===== src/rtl/fence_pkg.sv =====
package fence_pkg;
  localparam int PAGE_BITS = 12;
  localparam int WORD_W    = 32;

  typedef enum logic [1:0] {
    SEL_ZERO = 2'd0,
    SEL_HI   = 2'd1,
    SEL_LO   = 2'd2
  } wrSel_e;

  typedef struct packed {
    logic   load;
    wrSel_e sel;
  } ctrlStrobe_t;
endpackage


===== src/rtl/fence_datapath.sv =====
module fence_datapath
  import fence_pkg::*;
#(
  parameter int STRIDE_W    = 18,
  parameter int PITCH_W     = 10,
  parameter int PITCH_SHIFT = 2,
  parameter int TILE_Y_BIT  = 1,
  parameter int REG_ADDR_W  = 8,
  parameter logic [REG_ADDR_W-1:0] LO_ADDR = 'h0,
  parameter logic [REG_ADDR_W-1:0] HI_ADDR = 'h4
) (
  input  logic                  clk,
  input  logic                  rstN,
  input  ctrlStrobe_t           strobe,
  input  logic                  reqEnable,
  input  logic [WORD_W-1:0]     reqStart,
  input  logic [WORD_W-1:0]     reqSize,
  input  logic [STRIDE_W-1:0]   reqStride,
  input  logic                  reqTileY,
  output logic                  reqOk,
  output logic [REG_ADDR_W-1:0] wrAddr,
  output logic [WORD_W-1:0]     wrData,
  output logic [REG_ADDR_W-1:0] rdAddr
);
  localparam int CNT_W = STRIDE_W - 7;
  localparam logic [WORD_W-1:0] PAGE_BYTES = WORD_W'(1) << PAGE_BITS;

  logic [CNT_W-1:0]  pitchCnt;
  logic [CNT_W-1:0]  pitchM1;
  logic              pitchFits;
  logic              aligned;
  logic [WORD_W-1:0] hiNext;
  logic [WORD_W-1:0] loNext;
  logic [WORD_W-1:0] hiReg;
  logic [WORD_W-1:0] loReg;

  assign pitchCnt = reqStride[STRIDE_W-1:7];
  assign pitchM1  = pitchCnt - CNT_W'(1);

  generate
    if (CNT_W > PITCH_W) begin : g_wide
      assign pitchFits = (pitchM1[CNT_W-1:PITCH_W] == '0);
    end else begin : g_narrow
      assign pitchFits = 1'b1;
    end
  endgenerate

  assign aligned = (reqStart[PAGE_BITS-1:0] == '0) && (reqSize[PAGE_BITS-1:0] == '0)
                && (reqSize != '0) && (reqStride[6:0] == '0) && (pitchCnt != '0);
  assign reqOk   = !reqEnable || (aligned && pitchFits);

  always_comb begin
    hiNext = '0;
    loNext = '0;
    if (reqEnable) begin
      hiNext = reqStart + reqSize - PAGE_BYTES;
      loNext = {reqStart[WORD_W-1:PAGE_BITS], {PAGE_BITS{1'b0}}};
      loNext[PITCH_SHIFT +: PITCH_W] = pitchM1[PITCH_W-1:0];
      loNext[TILE_Y_BIT] = reqTileY;
      loNext[0] = 1'b1;
    end
  end

  always_ff @(posedge clk) begin
    if (!rstN) begin
      hiReg <= '0;
      loReg <= '0;
    end else if (strobe.load) begin
      hiReg <= hiNext;
      loReg <= loNext;
    end
  end

  always_comb begin
    wrAddr = LO_ADDR;
    wrData = '0;
    case (strobe.sel)
      SEL_HI:  begin wrAddr = HI_ADDR; wrData = hiReg; end
      SEL_LO:  begin wrAddr = LO_ADDR; wrData = loReg; end
      default: begin wrAddr = LO_ADDR; wrData = '0;    end
    endcase
  end

  assign rdAddr = LO_ADDR;

  AST_LOAD_ONLY_OK: assert property (@(posedge clk) disable iff (!rstN)
    strobe.load |-> reqOk);
endmodule


===== src/rtl/fence_ctrl.sv =====
module fence_ctrl
  import fence_pkg::*;
(
  input  logic        clk,
  input  logic        rstN,
  input  logic        reqValid,
  input  logic        reqOk,
  input  logic        wrReady,
  input  logic        rdReady,
  input  logic        rdAck,
  output logic        wrValid,
  output logic        rdValid,
  output logic        busy,
  output logic        done,
  output logic        errFlag,
  output ctrlStrobe_t strobe
);
  typedef enum logic [2:0] {
    S_IDLE, S_WR_OFF, S_RD_OFF, S_ACK_OFF, S_WR_HI, S_WR_LO, S_RD_FIN, S_ACK_FIN
  } state_e;

  state_e state;
  state_e stateNext;
  logic   accept;

  assign accept = (state == S_IDLE) && reqValid && reqOk;

  always_comb begin
    stateNext = state;
    case (state)
      S_IDLE:    if (accept)  stateNext = S_WR_OFF;
      S_WR_OFF:  if (wrReady) stateNext = S_RD_OFF;
      S_RD_OFF:  if (rdReady) stateNext = S_ACK_OFF;
      S_ACK_OFF: if (rdAck)   stateNext = S_WR_HI;
      S_WR_HI:   if (wrReady) stateNext = S_WR_LO;
      S_WR_LO:   if (wrReady) stateNext = S_RD_FIN;
      S_RD_FIN:  if (rdReady) stateNext = S_ACK_FIN;
      S_ACK_FIN: if (rdAck)   stateNext = S_IDLE;
      default:                stateNext = S_IDLE;
    endcase
  end

  always_ff @(posedge clk) begin
    if (!rstN) begin
      state   <= S_IDLE;
      done    <= 1'b0;
      errFlag <= 1'b0;
    end else begin
      state <= stateNext;
      done  <= (state == S_ACK_FIN) && rdAck;
      if ((state == S_IDLE) && reqValid) errFlag <= !reqOk;
    end
  end

  assign busy    = (state != S_IDLE);
  assign wrValid = (state == S_WR_OFF) || (state == S_WR_HI) || (state == S_WR_LO);
  assign rdValid = (state == S_RD_OFF) || (state == S_RD_FIN);

  always_comb begin
    strobe.load = accept;
    case (state)
      S_WR_HI: strobe.sel = SEL_HI;
      S_WR_LO: strobe.sel = SEL_LO;
      default: strobe.sel = SEL_ZERO;
    endcase
  end

  AST_DONE_PULSE: assert property (@(posedge clk) disable iff (!rstN)
    done |=> !done);
  AST_DONE_IDLE: assert property (@(posedge clk) disable iff (!rstN)
    done |-> !busy);
  AST_ERR_QUIET: assert property (@(posedge clk) disable iff (!rstN)
    $rose(errFlag) |-> !busy && !wrValid && !rdValid);
  AST_ACK_WAIT_QUIET: assert property (@(posedge clk) disable iff (!rstN)
    (rdValid && rdReady) |=> !wrValid && !rdValid);
  AST_BUSY_HOLDS: assert property (@(posedge clk) disable iff (!rstN)
    (busy && !rdAck) |=> busy);
endmodule


===== src/rtl/fence_update_seq.sv =====
module fence_update_seq
  import fence_pkg::*;
#(
  parameter int STRIDE_W    = 18,
  parameter int PITCH_W     = 10,
  parameter int PITCH_SHIFT = 2,
  parameter int TILE_Y_BIT  = 1,
  parameter int REG_ADDR_W  = 8,
  parameter logic [REG_ADDR_W-1:0] LO_ADDR = 'h0,
  parameter logic [REG_ADDR_W-1:0] HI_ADDR = 'h4
) (
  input  logic                  clk,
  input  logic                  rstN,
  input  logic                  reqValid,
  input  logic                  reqEnable,
  input  logic [31:0]           reqStart,
  input  logic [31:0]           reqSize,
  input  logic [STRIDE_W-1:0]   reqStride,
  input  logic                  reqTileY,
  output logic                  busy,
  output logic                  done,
  output logic                  errFlag,
  output logic                  wrValid,
  output logic [REG_ADDR_W-1:0] wrAddr,
  output logic [31:0]           wrData,
  input  logic                  wrReady,
  output logic                  rdValid,
  output logic [REG_ADDR_W-1:0] rdAddr,
  input  logic                  rdReady,
  input  logic                  rdAck
);
  ctrlStrobe_t strobe;
  logic        reqOk;

  fence_ctrl u_ctrl (
    .clk(clk), .rstN(rstN), .reqValid(reqValid), .reqOk(reqOk),
    .wrReady(wrReady), .rdReady(rdReady), .rdAck(rdAck),
    .wrValid(wrValid), .rdValid(rdValid), .busy(busy), .done(done),
    .errFlag(errFlag), .strobe(strobe)
  );

  fence_datapath #(
    .STRIDE_W(STRIDE_W), .PITCH_W(PITCH_W), .PITCH_SHIFT(PITCH_SHIFT),
    .TILE_Y_BIT(TILE_Y_BIT), .REG_ADDR_W(REG_ADDR_W),
    .LO_ADDR(LO_ADDR), .HI_ADDR(HI_ADDR)
  ) u_dp (
    .clk(clk), .rstN(rstN), .strobe(strobe), .reqEnable(reqEnable),
    .reqStart(reqStart), .reqSize(reqSize), .reqStride(reqStride),
    .reqTileY(reqTileY), .reqOk(reqOk), .wrAddr(wrAddr), .wrData(wrData),
    .rdAddr(rdAddr)
  );

  logic hiSeen;
  always_ff @(posedge clk) begin
    if (!rstN) hiSeen <= 1'b0;
    else if (strobe.load) hiSeen <= 1'b0;
    else if (wrValid && wrReady && (wrAddr == HI_ADDR)) hiSeen <= 1'b1;
  end

  AST_WR_HOLD: assert property (@(posedge clk) disable iff (!rstN)
    (wrValid && !wrReady) |=> wrValid && $stable(wrAddr) && $stable(wrData));
  AST_RD_HOLD: assert property (@(posedge clk) disable iff (!rstN)
    (rdValid && !rdReady) |=> rdValid && $stable(rdAddr));
  AST_VALID_AFTER_HI: assert property (@(posedge clk) disable iff (!rstN)
    (wrValid && (wrAddr == LO_ADDR) && wrData[0]) |-> hiSeen);
  AST_ONE_CHANNEL: assert property (@(posedge clk) disable iff (!rstN)
    !(wrValid && rdValid));
endmodule


===== config.mk =====
export PLATFORM = sky130hd
export DESIGN_NAME = fence_update_seq
export DESIGN_NICKNAME = d
export VERILOG_FILES = /design/src/rtl/fence_pkg.sv /design/src/rtl/fence_datapath.sv /design/src/rtl/fence_ctrl.sv /design/src/rtl/fence_update_seq.sv
export SDC_FILE = /design/constraint.sdc
export NUM_CORES = 1
export LEC_CHECK = 0
export ABC_CLOCK_PERIOD_IN_PS = 3250
export BUFFER_PORTS_ARGS = -buffer_cell sky130_fd_sc_hd__buf_4
export CAP_MARGIN = 20
export CORE_MARGIN = 5
export CORE_UTILIZATION = 30
export DETAILED_ROUTE_END_ITERATION = 8
export GPL_TIMING_DRIVEN = 0
export PLACE_DENSITY = 0.61
export SLEW_MARGIN = 20
export SYNTH_ARGS = -nofsm -noshare
export SYNTH_HDL_FRONTEND = slang
export SYNTH_HIERARCHICAL = 1
export SYNTH_SLANG_ARGS = --single-unit

===== constraint.sdc =====
create_clock -name clk -period 3.25 [get_ports clk]
set_clock_uncertainty 0.1 [all_clocks]
set_input_delay 0.65 -clock clk [delete_from_list [all_inputs] [get_ports clk]]
set_output_delay 0.65 -clock clk [all_outputs]
set_load 0.1 [all_outputs]

==> impl_metrics.py, run 1 <==
metrics = {
    "critical_path": {
        "start_kind": "input pin",
        "worstPathMaxFanout": 10,
        "reg2reg_from": "u_ctrl/state[0]",
        "r2r_cells": 8,
        "rr_endpoint": "u_dp/loReg[5]",
        "r2r_setup_slack_ps": 1130,
        "cp_data_arrival_time_ps": 3460,
        "cp.required_ps": 3370,
        "endpoint_kind": "flip-flop",
        "path_class": "in2reg",
    },
    "layout": {
        "final_cell_area_um2": 7890,
        "antenna_cells": 0,
        "area_growth_pct": 37.3,
        "nets": 1088,
        "seq_area_um2": 1380,
        "layout-drive-gt1-share": 0.283,
        "n_fill_cell": 1947,
        "multi_input_area_um2": 4150,
    },
    "logic_synthesis": {
        "synth_xor_xnor_area_share": 0.0534,
        "synth_ff_type": "dfxtp_1",
        "ys_seq_area_frac": 0.240,
        "syn_inst": 768,
        "synth_top_family_by_area": "simple AND/OR/NAND/NOR gates",
        "synthAdderAreaFrac": 0.143,
        "synth_edf_count": 0,
        "ys_ff_latch": 69,
        "synth_compound_area_frac": 0.222,
        "yosysTopAreaCellShare": 0.240,
        "synth_cell_types": 61,
        "synthTopCellsByCount": "inv_1, dfxtp_1, ha_1, nor2_1, a21oi_1",
        "synth_most_common_cell": "inv_1",
        "synth_mux_area_frac": 0.00566,
        "synth_area_um2": 5750,
        "synthTopCellsByArea": "dfxtp_1, ha_1, inv_1",
        "avgSynthCellArea_um2": 7.48,
        "synth-simple-area-share": 0.224,
        "ys_warn_count": 6,
        "yosysTopAreaCell": "dfxtp_1",
        "synthArstFlopShare": 0,
    },
    "timing": {
        "drv_slew": 0,
        "timing.final.crit_share": 1.03,
        "hold_violations": 0,
        "setup_viol": 14,
        "slew_headroom": 0.623,
        "period_needed_ps": 3340,
        "fmax_mhz": 299,
        "worstMarginPinSlew_ps": 566,
        "setup_ws_ps": -91.2,
        "rsz0062_at_grt": "yes",
    },
    "power": {
        "ir_drop_uv": 211,
        "powerDensity_nw_per_um2": 364,
        "p_leak_nw": 3.56,
    },
    "placed_design": {
        "port_buffers": 127,
        "post-place-ws_ps": -712,
        "routabilityCongestion": 0.849,
        "place_hpwl_um": 14900,
        "post_dp_cell_area_um2": 7310,
    },
    "floorplanning": {
        "core-area_um2": 18800,
        "start_util": 0.306,
        "num_rows": 50,
        "die_w_um": 148,
        "pin_count": 143,
        "die_y_um": 148,
        "dieArea_um2": 22000,
    },
    "global_routing": {
        "antenna_found_initial": 0,
        "grtUsageTotal": 0.161,
        "grt_pass1_wl_um": 28900,
        "grt_pass1_vias": 5652,
        "gr-total-overflow": 0,
        "grt_start_max_net_pins": 12,
    },
    "worst_hold_path": {
        "worstHoldPathCells": 2,
        "hold_start": "u_dp/hiReg[14]",
        "hold_path_class": "reg2reg",
        "hold-path-endpoint": "u_dp/hiReg[14]",
    },
    "clock_tree": {
        "clkSlewWorstSetupHoldPaths_ps": 50,
        "cts.sinks": 69,
        "cts_buffers": 9,
        "postCtsHoldBufs": 0,
        "clk_latency_ps": 320,
        "root_buffer": "clkbuf_16",
        "cts_tree": "done",
        "cts_buffer_depth": 2,
        "htreeDepth": 3,
    },
    "routing": {
        "post_drt_wl_per_cell_um": 15.5,
        "vias_per_cell": 4.83,
        "first_pass_iters": 4,
        "drt_iter0_markers": 326,
        "drt-total-wl_um": 18200,
        "vias": 5658,
        "ant_nets": 0,
        "drc": 0,
    },
    "outcome": {
        "status": "finished with violations",
        "violations": "negative setup slack",
    },
    "run": {
        "max_cap_violations": 0,
    },
}
==> cells by family after synthesis <==
logic type | after synthesis
buf+inv | 152
compound gates | 198
xor+xnor | 35
fa+ha+maj | 65
other cells | 1
mux | 2
flops | 69
simple gates | 246
==> worst max-delay path by stage <==
stage	start	end	slack (ps)	cells past startpoint
after detailed placement	reqStride[10]	u_dp/hiReg[31]	-710	17
after floorplan	reqStride[10]	u_dp/hiReg[31]	-5	16
after global placement	reqStride[10]	u_dp/hiReg[31]	-730	17
final	reqStride[11]	u_dp/loReg[5]	-90	13
after global routing	reqStride[11]	u_dp/hiReg[31]	-190	15
after CTS	u_ctrl/state[2]	wrData[21]	8	6
==> through the flow <==
step	power [W]	hold WS [ps]	cells	util	TNS (ps)
after floorplan	0.00162	326	782	-	-4.85
after global placement	0.00192	336	1143	0.389	-36120
after detailed placement	0.00192	345	1144	0.389	-31180
after CTS	0.00285	358	1168	0.412	0
after global routing	0.00303	372	1172	0.420	-3610
final	0.00287	351	1172	0.420	-540
==> report_power, final <==
group	switching [W]	total (W)	leakage [nW]	internal, W
sequential	0.0000223	0.000908	0.560	0.000886
combinational	0.000640	0.00105	2.86	0.000413
clock	0.000355	0.000909	0.138	0.000554
==> worst max-delay path, stage by stage <==
cell and delay [ps]:
buf_6 90, or3_4 400, nor4_4 300, nor2b_4 190, nand3b_1 180, xnor2_2 210, o41ai_2 360, and3_4 280
clkbuf_8 190, buf_6 150, buf_6 150, o22ai_1 110, and2_1 180
==> registers in the layout, summed over array words and instances (netlist names) <==
| register | flops |
|---|---|
| u_ctrl/errFlag | 1 |
| u_ctrl/done | 1 |
| u_ctrl/state | 3 |
| u_dp/loReg | 32 |
| u_dp/hiReg | 32 |
==> timing repair <==
item / in CTS / in global routing
resized for setup: 21 / 80
buffers inserted: 9 / 5
gates cloned: 0 / 0
setup endpoints to repair: 90 / 83
pin swaps: 1 / 12
==> routing by layer <==
metal	vias to the layer above	routed length, µm	GRT usage
met1	2608	8460	0.218
li1	2938	-	-
met5	-	0	0
met2	102	8920	0.278
met3	10	668	0.0171
met4	0	129	0.0337
==> cells in the final DEF, fill, tap and decap left out, types with 6 or more instances in the layout <==
cell type,netlist,final
nor2_4,0,31
nor3_1,7,7
o21ai_1,4,9
a21o_1,18,18
clkbuf_1,29,9
inv_1,103,103
dfxtp_1,69,69
clkbuf_2,0,8
buf_4,16,158
nor4_1,13,12
a22oi_2,0,6
nand3_1,9,7
nor2_1,56,23
conb_1,1,15
o21ai_0,30,21
xnor2_1,14,13
a22oi_1,33,27
xor2_1,21,21
nand4_1,9,9
clkbuf_16,0,9
and2_1,23,22
nand2_1,50,48
a21oi_1,54,54
nor2b_1,53,52
buf_6,0,7
o22ai_1,17,17
ha_1,64,63
==> cell type report <==
cell class | instances | share of cell area
buffer | 47 | 0.0407
clock buffer | 12 | 0.0325
tap | 234 | 0.0371
timing repair buffer | 142 | 0.137
multi-input combinational | 561 | 0.526
inverter | 103 | 0.0490
clock inverter | 4 | 0.00285
sequential | 69 | 0.175
Note: power is estimated with default switching activity, not from simulation.
==> run 2, diff against run 1 <==
--- a/config.mk
+++ b/config.mk
@@ -9,10 +9,10 @@
 export BUFFER_PORTS_ARGS = -buffer_cell sky130_fd_sc_hd__buf_4
 export CAP_MARGIN = 20
 export CORE_MARGIN = 5
-export CORE_UTILIZATION = 30
+export CORE_UTILIZATION = 26
 export DETAILED_ROUTE_END_ITERATION = 8
 export GPL_TIMING_DRIVEN = 0
-export PLACE_DENSITY = 0.61
+export PLACE_DENSITY = 0.55
 export SLEW_MARGIN = 20
 export SYNTH_ARGS = -nofsm -noshare
 export SYNTH_HDL_FRONTEND = slang
==> run 2 against run 1 <==
The flow now finishes without violations. Wire length is 4.7% higher. Clock power is 12% higher. Sequential share of layout area hardly changed. Worst setup slack better by 210 ps. Critical path type is now reg2out. Final area is 0.13% lower. Sequential power hardly changed. Register-to-register slack hardly changed. Cell count is 3.5% higher. Non-clock buffer count is 5 lower. Core utilization is 5.9 points lower.
==> impl_metrics.py, run 2 (synthesis results as in run 1) <==
metrics = {
    "outcome": {
        "status": "finished, final reports clean",
    },
    "floorplanning": {
        "num_rows": 54,
        "pin_count": 143,
        "die_w_um": 159,
        "core-area_um2": 21800,
        "dieArea_um2": 25200,
        "die_y_um": 159,
        "start_util": 0.263,
    },
    "routing": {
        "drt-total-wl_um": 19000,
        "vias_per_cell": 4.70,
        "post_drt_wl_per_cell_um": 15.7,
        "vias": 5702,
        "drc": 0,
        "drt_iter0_markers": 298,
        "ant_nets": 0,
        "first_pass_iters": 4,
    },
    "power": {
        "p_total_w": 0.00296,
        "switching_share": 0.356,
        "p_seq_frac": 0.307,
        "powerDensity_nw_per_um2": 375,
        "p_int_w": 0.00190,
        "power_frac_clock": 0.345,
        "ir_drop_uv": 255,
        "p_switching_w": 0.00105,
        "p_leak_nw": 3.51,
        "combPwrFrac": 0.347,
    },
    "clock_tree": {
        "clk_latency_ps": 340,
        "clkSlewWorstSetupHoldPaths_ps": 60,
        "cts_buffers": 9,
        "root_buffer": "clkbuf_16",
        "htreeDepth": 3,
        "cts.sinks": 69,
        "cts_buffer_depth": 2,
        "cts_tree": "done",
    },
    "critical_path": {
        "cp_slowest_cell": "dfxtp_1",
        "cp.required_ps": 2500,
        "cp_cell_sequence": "nor3b_4 -> inv_1 -> ha_1 -> clkbuf_2 -> a22oi_1 -> nor2_4 -> buf_4",
        "cp_data_arrival_time_ps": 2380,
        "start_kind": "flip-flop",
        "crit_path_max_incr_delay_ps": 470,
        "path_class": "reg2out",
        "worstPathMaxFanout": 10,
        "endpoint_kind": "output port",
    },
    "global_routing": {
        "grtUsageMet1": 0.204,
        "met2_usage": 0.244,
        "top_usage_layer": "met2",
        "gr-total-overflow": 0,
        "met3_usage": 0.0226,
        "grtUsageTotal": 0.150,
        "antenna_found_initial": 0,
        "grt_pass1_vias": 5663,
        "grt_start_max_net_pins": 13,
        "grt_pass1_wl_um": 29900,
    },
    "timing": {
        "period_needed_ps": 3130,
        "slew_headroom": 0.612,
        "fmax_mhz": 319,
        "hold_violations": 0,
        "worstMarginPinSlew_ps": 577,
        "timing.final.crit_share": 0.964,
        "setup_viol": 0,
        "setup_tns_ps": 0,
        "drv_slew": 0,
        "whs_ps": 353,
        "setup_ws_ps": 116,
    },
    "placed_design": {
        "post-place-ws_ps": -807,
        "place_hpwl_um": 15400,
        "routabilityCongestion": 0.861,
        "dp.cells": 1189,
        "port_buffers": 127,
    },
    "layout": {
        "top_regs": "u_dp/hiReg: 32 flops, u_dp/loReg: 32 flops, u_ctrl/state: 3 flops",
        "layout-drive-gt1-share": 0.267,
        "final_cells": 1213,
        "area_growth_pct": 37.2,
        "nets": 1083,
        "layout_common_cells": "buf_4, inv_1, dfxtp_1",
        "antenna_cells": 0,
        "final_common_cell": "buf_4",
    },
    "run": {
        "max_cap_violations": 0,
    },
    "worst_hold_path": {
        "hold_path_class": "reg2reg",
    },
}
run 2: power by group through the flow:
stage	Combinational (W)	Clock (W)	Sequential, W
2_1_floorplan	0.000697	0	0.000927
3_3_place_gp	0.000991	0	0.000926
3_5_place_dp	0.000991	0	0.000926
5_1_grt	0.00113	0.00108	0.000912
6_report	0.00103	0.00102	0.000908
4_1_cts	0.00102	0.00105	0.000908
run 2: metrics by stage:
stage           util  cell area, µm²
2_1_floorplan      -            6050
3_3_place_gp   0.337            7350
3_5_place_dp   0.337            7360
4_1_cts        0.360            7860
5_1_grt        0.361            7880
6_report       0.361            7880
run 2: path summary, 6_finish.rpt:
check | start | to | slack [ps] | cells past startpoint
setup / recovery | u_ctrl/state[2] | wrData[15] | 120 | 7
hold / removal | u_dp/hiReg[30] | u_dp/hiReg[30] | 350 | 2
setup reg to reg | u_ctrl/state[0] | u_dp/hiReg[29] | 1120 | 8
hold reg to reg | u_dp/hiReg[30] | u_dp/hiReg[30] | 350 | 2
run 2: critical path: cells and delay by family, from the launching register on:
kind	cells	cell delay [ps]
compound gates	1	350
fa+ha+maj	1	260
buf+inv	3	580
flops	1	470
simple gates	2	370
run 2: area by class of cell:
| class | count | area (µm²) |
|---|---|---|
| Fill cell | 2332 | 13900 |
| Multi-Input combinational cell | 561 | 4110 |
| Sequential cell | 69 | 1380 |
| Clock buffer | 10 | 239 |
| Inverter | 103 | 387 |
| Buffer | 48 | 328 |
| Tap cell | 280 | 350 |
| Clock inverter | 6 | 62.6 |
| Timing Repair Buffer | 136 | 1030 |
run 2: what timing repair did:
| action | in CTS | in global routing |
|---|---|---|
| endpoints found under the setup margin | 90 | 74 |
| hold buffers | 0 | 0 |
| gates resized for setup | 47 | 11 |
| cloned | 0 | 0 |
| pin swaps | 11 | 4 |
| buffers inserted | 8 | 1 |
run 2: metal layers:
layer | share of wire | routed length [µm] | vias to the layer above
li1 | - | - | 2928
met1 | 0.47 | 8980 | 2629
met2 | 0.46 | 8790 | 126
met3 | 0.050 | 943 | 19
met4 | 0.017 | 319 | 0
met5 | 0 | 0 | -
==> run 3, diff against run 2 <==
--- a/config.mk
+++ b/config.mk
@@ -12,6 +12,7 @@
 export CORE_UTILIZATION = 26
 export DETAILED_ROUTE_END_ITERATION = 8
 export GPL_TIMING_DRIVEN = 0
+export MAX_ROUTING_LAYER = met4
 export PLACE_DENSITY = 0.55
 export SLEW_MARGIN = 20
 export SYNTH_ARGS = -nofsm -noshare
==> run 3 against run 2 <==
Critical path depth is the same. Final area is the same. Highest routed layer unchanged. Count of clock-buffer cells in the layout is the same. Global-route usage grew 0.46 points. Sequential share of layout area is the same. Non-clock buffer count is the same. Critical endpoint unchanged. Core utilization is the same. Wire length is essentially flat.
==> impl_metrics.py, run 3 (synthesis results as in run 1) <==
metrics = {
    "power": {
        "p_leak_nw": 3.51,
        "powerDensity_nw_per_um2": 374,
        "p_total_w": 0.00295,
        "ir_drop_uv": 254,
    },
    "critical_path": {
        "cp_data_arrival_time_ps": 2390,
        "r2r_cells": 8,
        "crit_path_max_incr_delay_ps": 470,
        "cp_cell_sequence": "nor3b_4 -> inv_1 -> ha_1 -> clkbuf_2 -> a22oi_1 -> nor2_4 -> buf_4",
        "endpoint_kind": "output port",
        "startpoint": "u_ctrl/state[2]",
        "cp.depth": 7,
        "cp_top_family": "buffers and inverters",
        "cp_num_buf_inv": 3,
        "r2r_setup_slack_ps": 1120,
        "worstPathMaxFanout": 10,
        "cp.required_ps": 2500,
        "rr_endpoint": "u_dp/hiReg[29]",
        "start_kind": "flip-flop",
        "reg2reg_from": "u_ctrl/state[0]",
        "crit_path_end": "wrData[15]",
        "path_class": "reg2out",
        "cp_slowest_cell": "dfxtp_1",
    },
    "global_routing": {
        "grt_pass1_vias": 5674,
        "grt_start_max_net_pins": 13,
        "gr-total-overflow": 0,
        "grt_pass1_wl_um": 29900,
        "antenna_found_initial": 0,
        "grtUsageTotal": 0.155,
    },
    "floorplanning": {
        "num_rows": 54,
        "pin_count": 143,
        "die_y_um": 159,
        "core-area_um2": 21800,
        "dieArea_um2": 25200,
        "start_util": 0.263,
        "die_w_um": 159,
    },
    "clock_tree": {
        "clkSlewWorstSetupHoldPaths_ps": 60,
        "cts_buffers": 9,
        "cts.sinks": 69,
        "cts_tree": "done",
        "root_buffer": "clkbuf_16",
        "cts_buffer_depth": 2,
        "postCtsHoldBufs": 0,
        "htreeDepth": 3,
        "clk_latency_ps": 340,
    },
    "routing": {
        "drc": 0,
        "post_drt_wl_per_cell_um": 15.7,
        "vias": 5705,
        "vias_per_cell": 4.70,
        "first_pass_iters": 5,
        "drt-total-wl_um": 19000,
        "ant_nets": 0,
        "drt_iter0_markers": 314,
    },
    "timing": {
        "slew_headroom": 0.626,
        "hold_violations": 0,
        "fmax_mhz": 318,
        "timing.final.crit_share": 0.968,
        "setup_tns_ps": 0,
        "worstMarginPinSlew_ps": 556,
        "setup_viol": 0,
        "period_needed_ps": 3140,
        "drv_slew": 0,
    },
    "layout": {
        "final_cell_area_um2": 7880,
        "area_growth_pct": 37.2,
        "antenna_cells": 0,
        "layout_common_cells": "buf_4, inv_1, dfxtp_1",
        "seq_area_um2": 1380,
        "top_regs": "u_dp/hiReg: 32 flops, u_dp/loReg: 32 flops, u_ctrl/state: 3 flops",
        "layout-drive-gt1-share": 0.267,
        "multi_input_area_um2": 4110,
        "nets": 1083,
        "final_common_cell": "buf_4",
        "n_fill_cell": 2332,
    },
    "worst_hold_path": {
        "hold_start": "u_dp/hiReg[30]",
        "hold_path_class": "reg2reg",
    },
    "placed_design": {
        "port_buffers": 127,
        "routabilityCongestion": 0.875,
        "place_hpwl_um": 15400,
        "post_dp_cell_area_um2": 7360,
    },
    "outcome": {
        "status": "finished, final reports clean",
    },
    "run": {
        "max_cap_violations": 0,
    },
}
[run 3: cell counts in the layout (fill, tap and decap cells not counted)]
Identical to the previous run, type by type.
[run 3: what timing repair did]
item / CTS / global route
gates resized for setup: 47 / 11
buffers inserted: 8 / 1
pin swaps: 11 / 4
setup endpoints to repair: 90 / 74
[run 3: tightest hold or removal path, cell delays in order (launching register included)]
cell and delay [ps]:
dfxtp_1 320, nand2_1 40, o21ai_0 50
[run 3: per-stage QoR]
stage | hold slack, ps | util | instances | setup slack (ps)
6_report | 353 | 0.361 | 1213 | 105
4_1_cts | 358 | 0.360 | 1212 | -75.3
2_1_floorplan | 326 | - | 782 | -4.85
3_3_place_gp | 333 | 0.337 | 1189 | -814
5_1_grt | 390 | 0.361 | 1213 | -24.1
3_5_place_dp | 343 | 0.337 | 1189 | -807
[run 3: worst min-delay path by stage]
stage / end / slack, ps / cells after the start
after floorplan: u_dp/hiReg[11] / 330 / 2
after global placement: u_dp/hiReg[17] / 330 / 2
after detailed placement: u_dp/hiReg[15] / 340 / 2
after CTS: u_dp/hiReg[18] / 360 / 2
after global routing: u_dp/hiReg[12] / 390 / 2
final: u_dp/hiReg[30] / 350 / 2
[run 3: layout make-up]
type,instances,share of cell area
buffer,48,0.0416
clock buffer,10,0.0303
clock inverter,6,0.00794
inverter,103,0.0491
multi-input combinational,561,0.521
sequential,69,0.175
tap,280,0.0445
timing repair buffer,136,0.130
[run 3: per-layer routing]
metal / up-vias / GRT usage / share of wire
met5: - / - / 0
met4: 0 / 0.0528 / 0.018
met3: 20 / 0.0174 / 0.040
met2: 117 / 0.244 / 0.46
met1: 2639 / 0.206 / 0.48
li1: 2929 / - / -
[run 3: power breakdown]
group	switching, W	internal [W]	total (W)
Combinational	0.000621	0.000407	0.00103
Sequential	0.0000230	0.000885	0.000908
Clock	0.000404	0.000612	0.00102
Total	0.00105	0.00190	0.00295
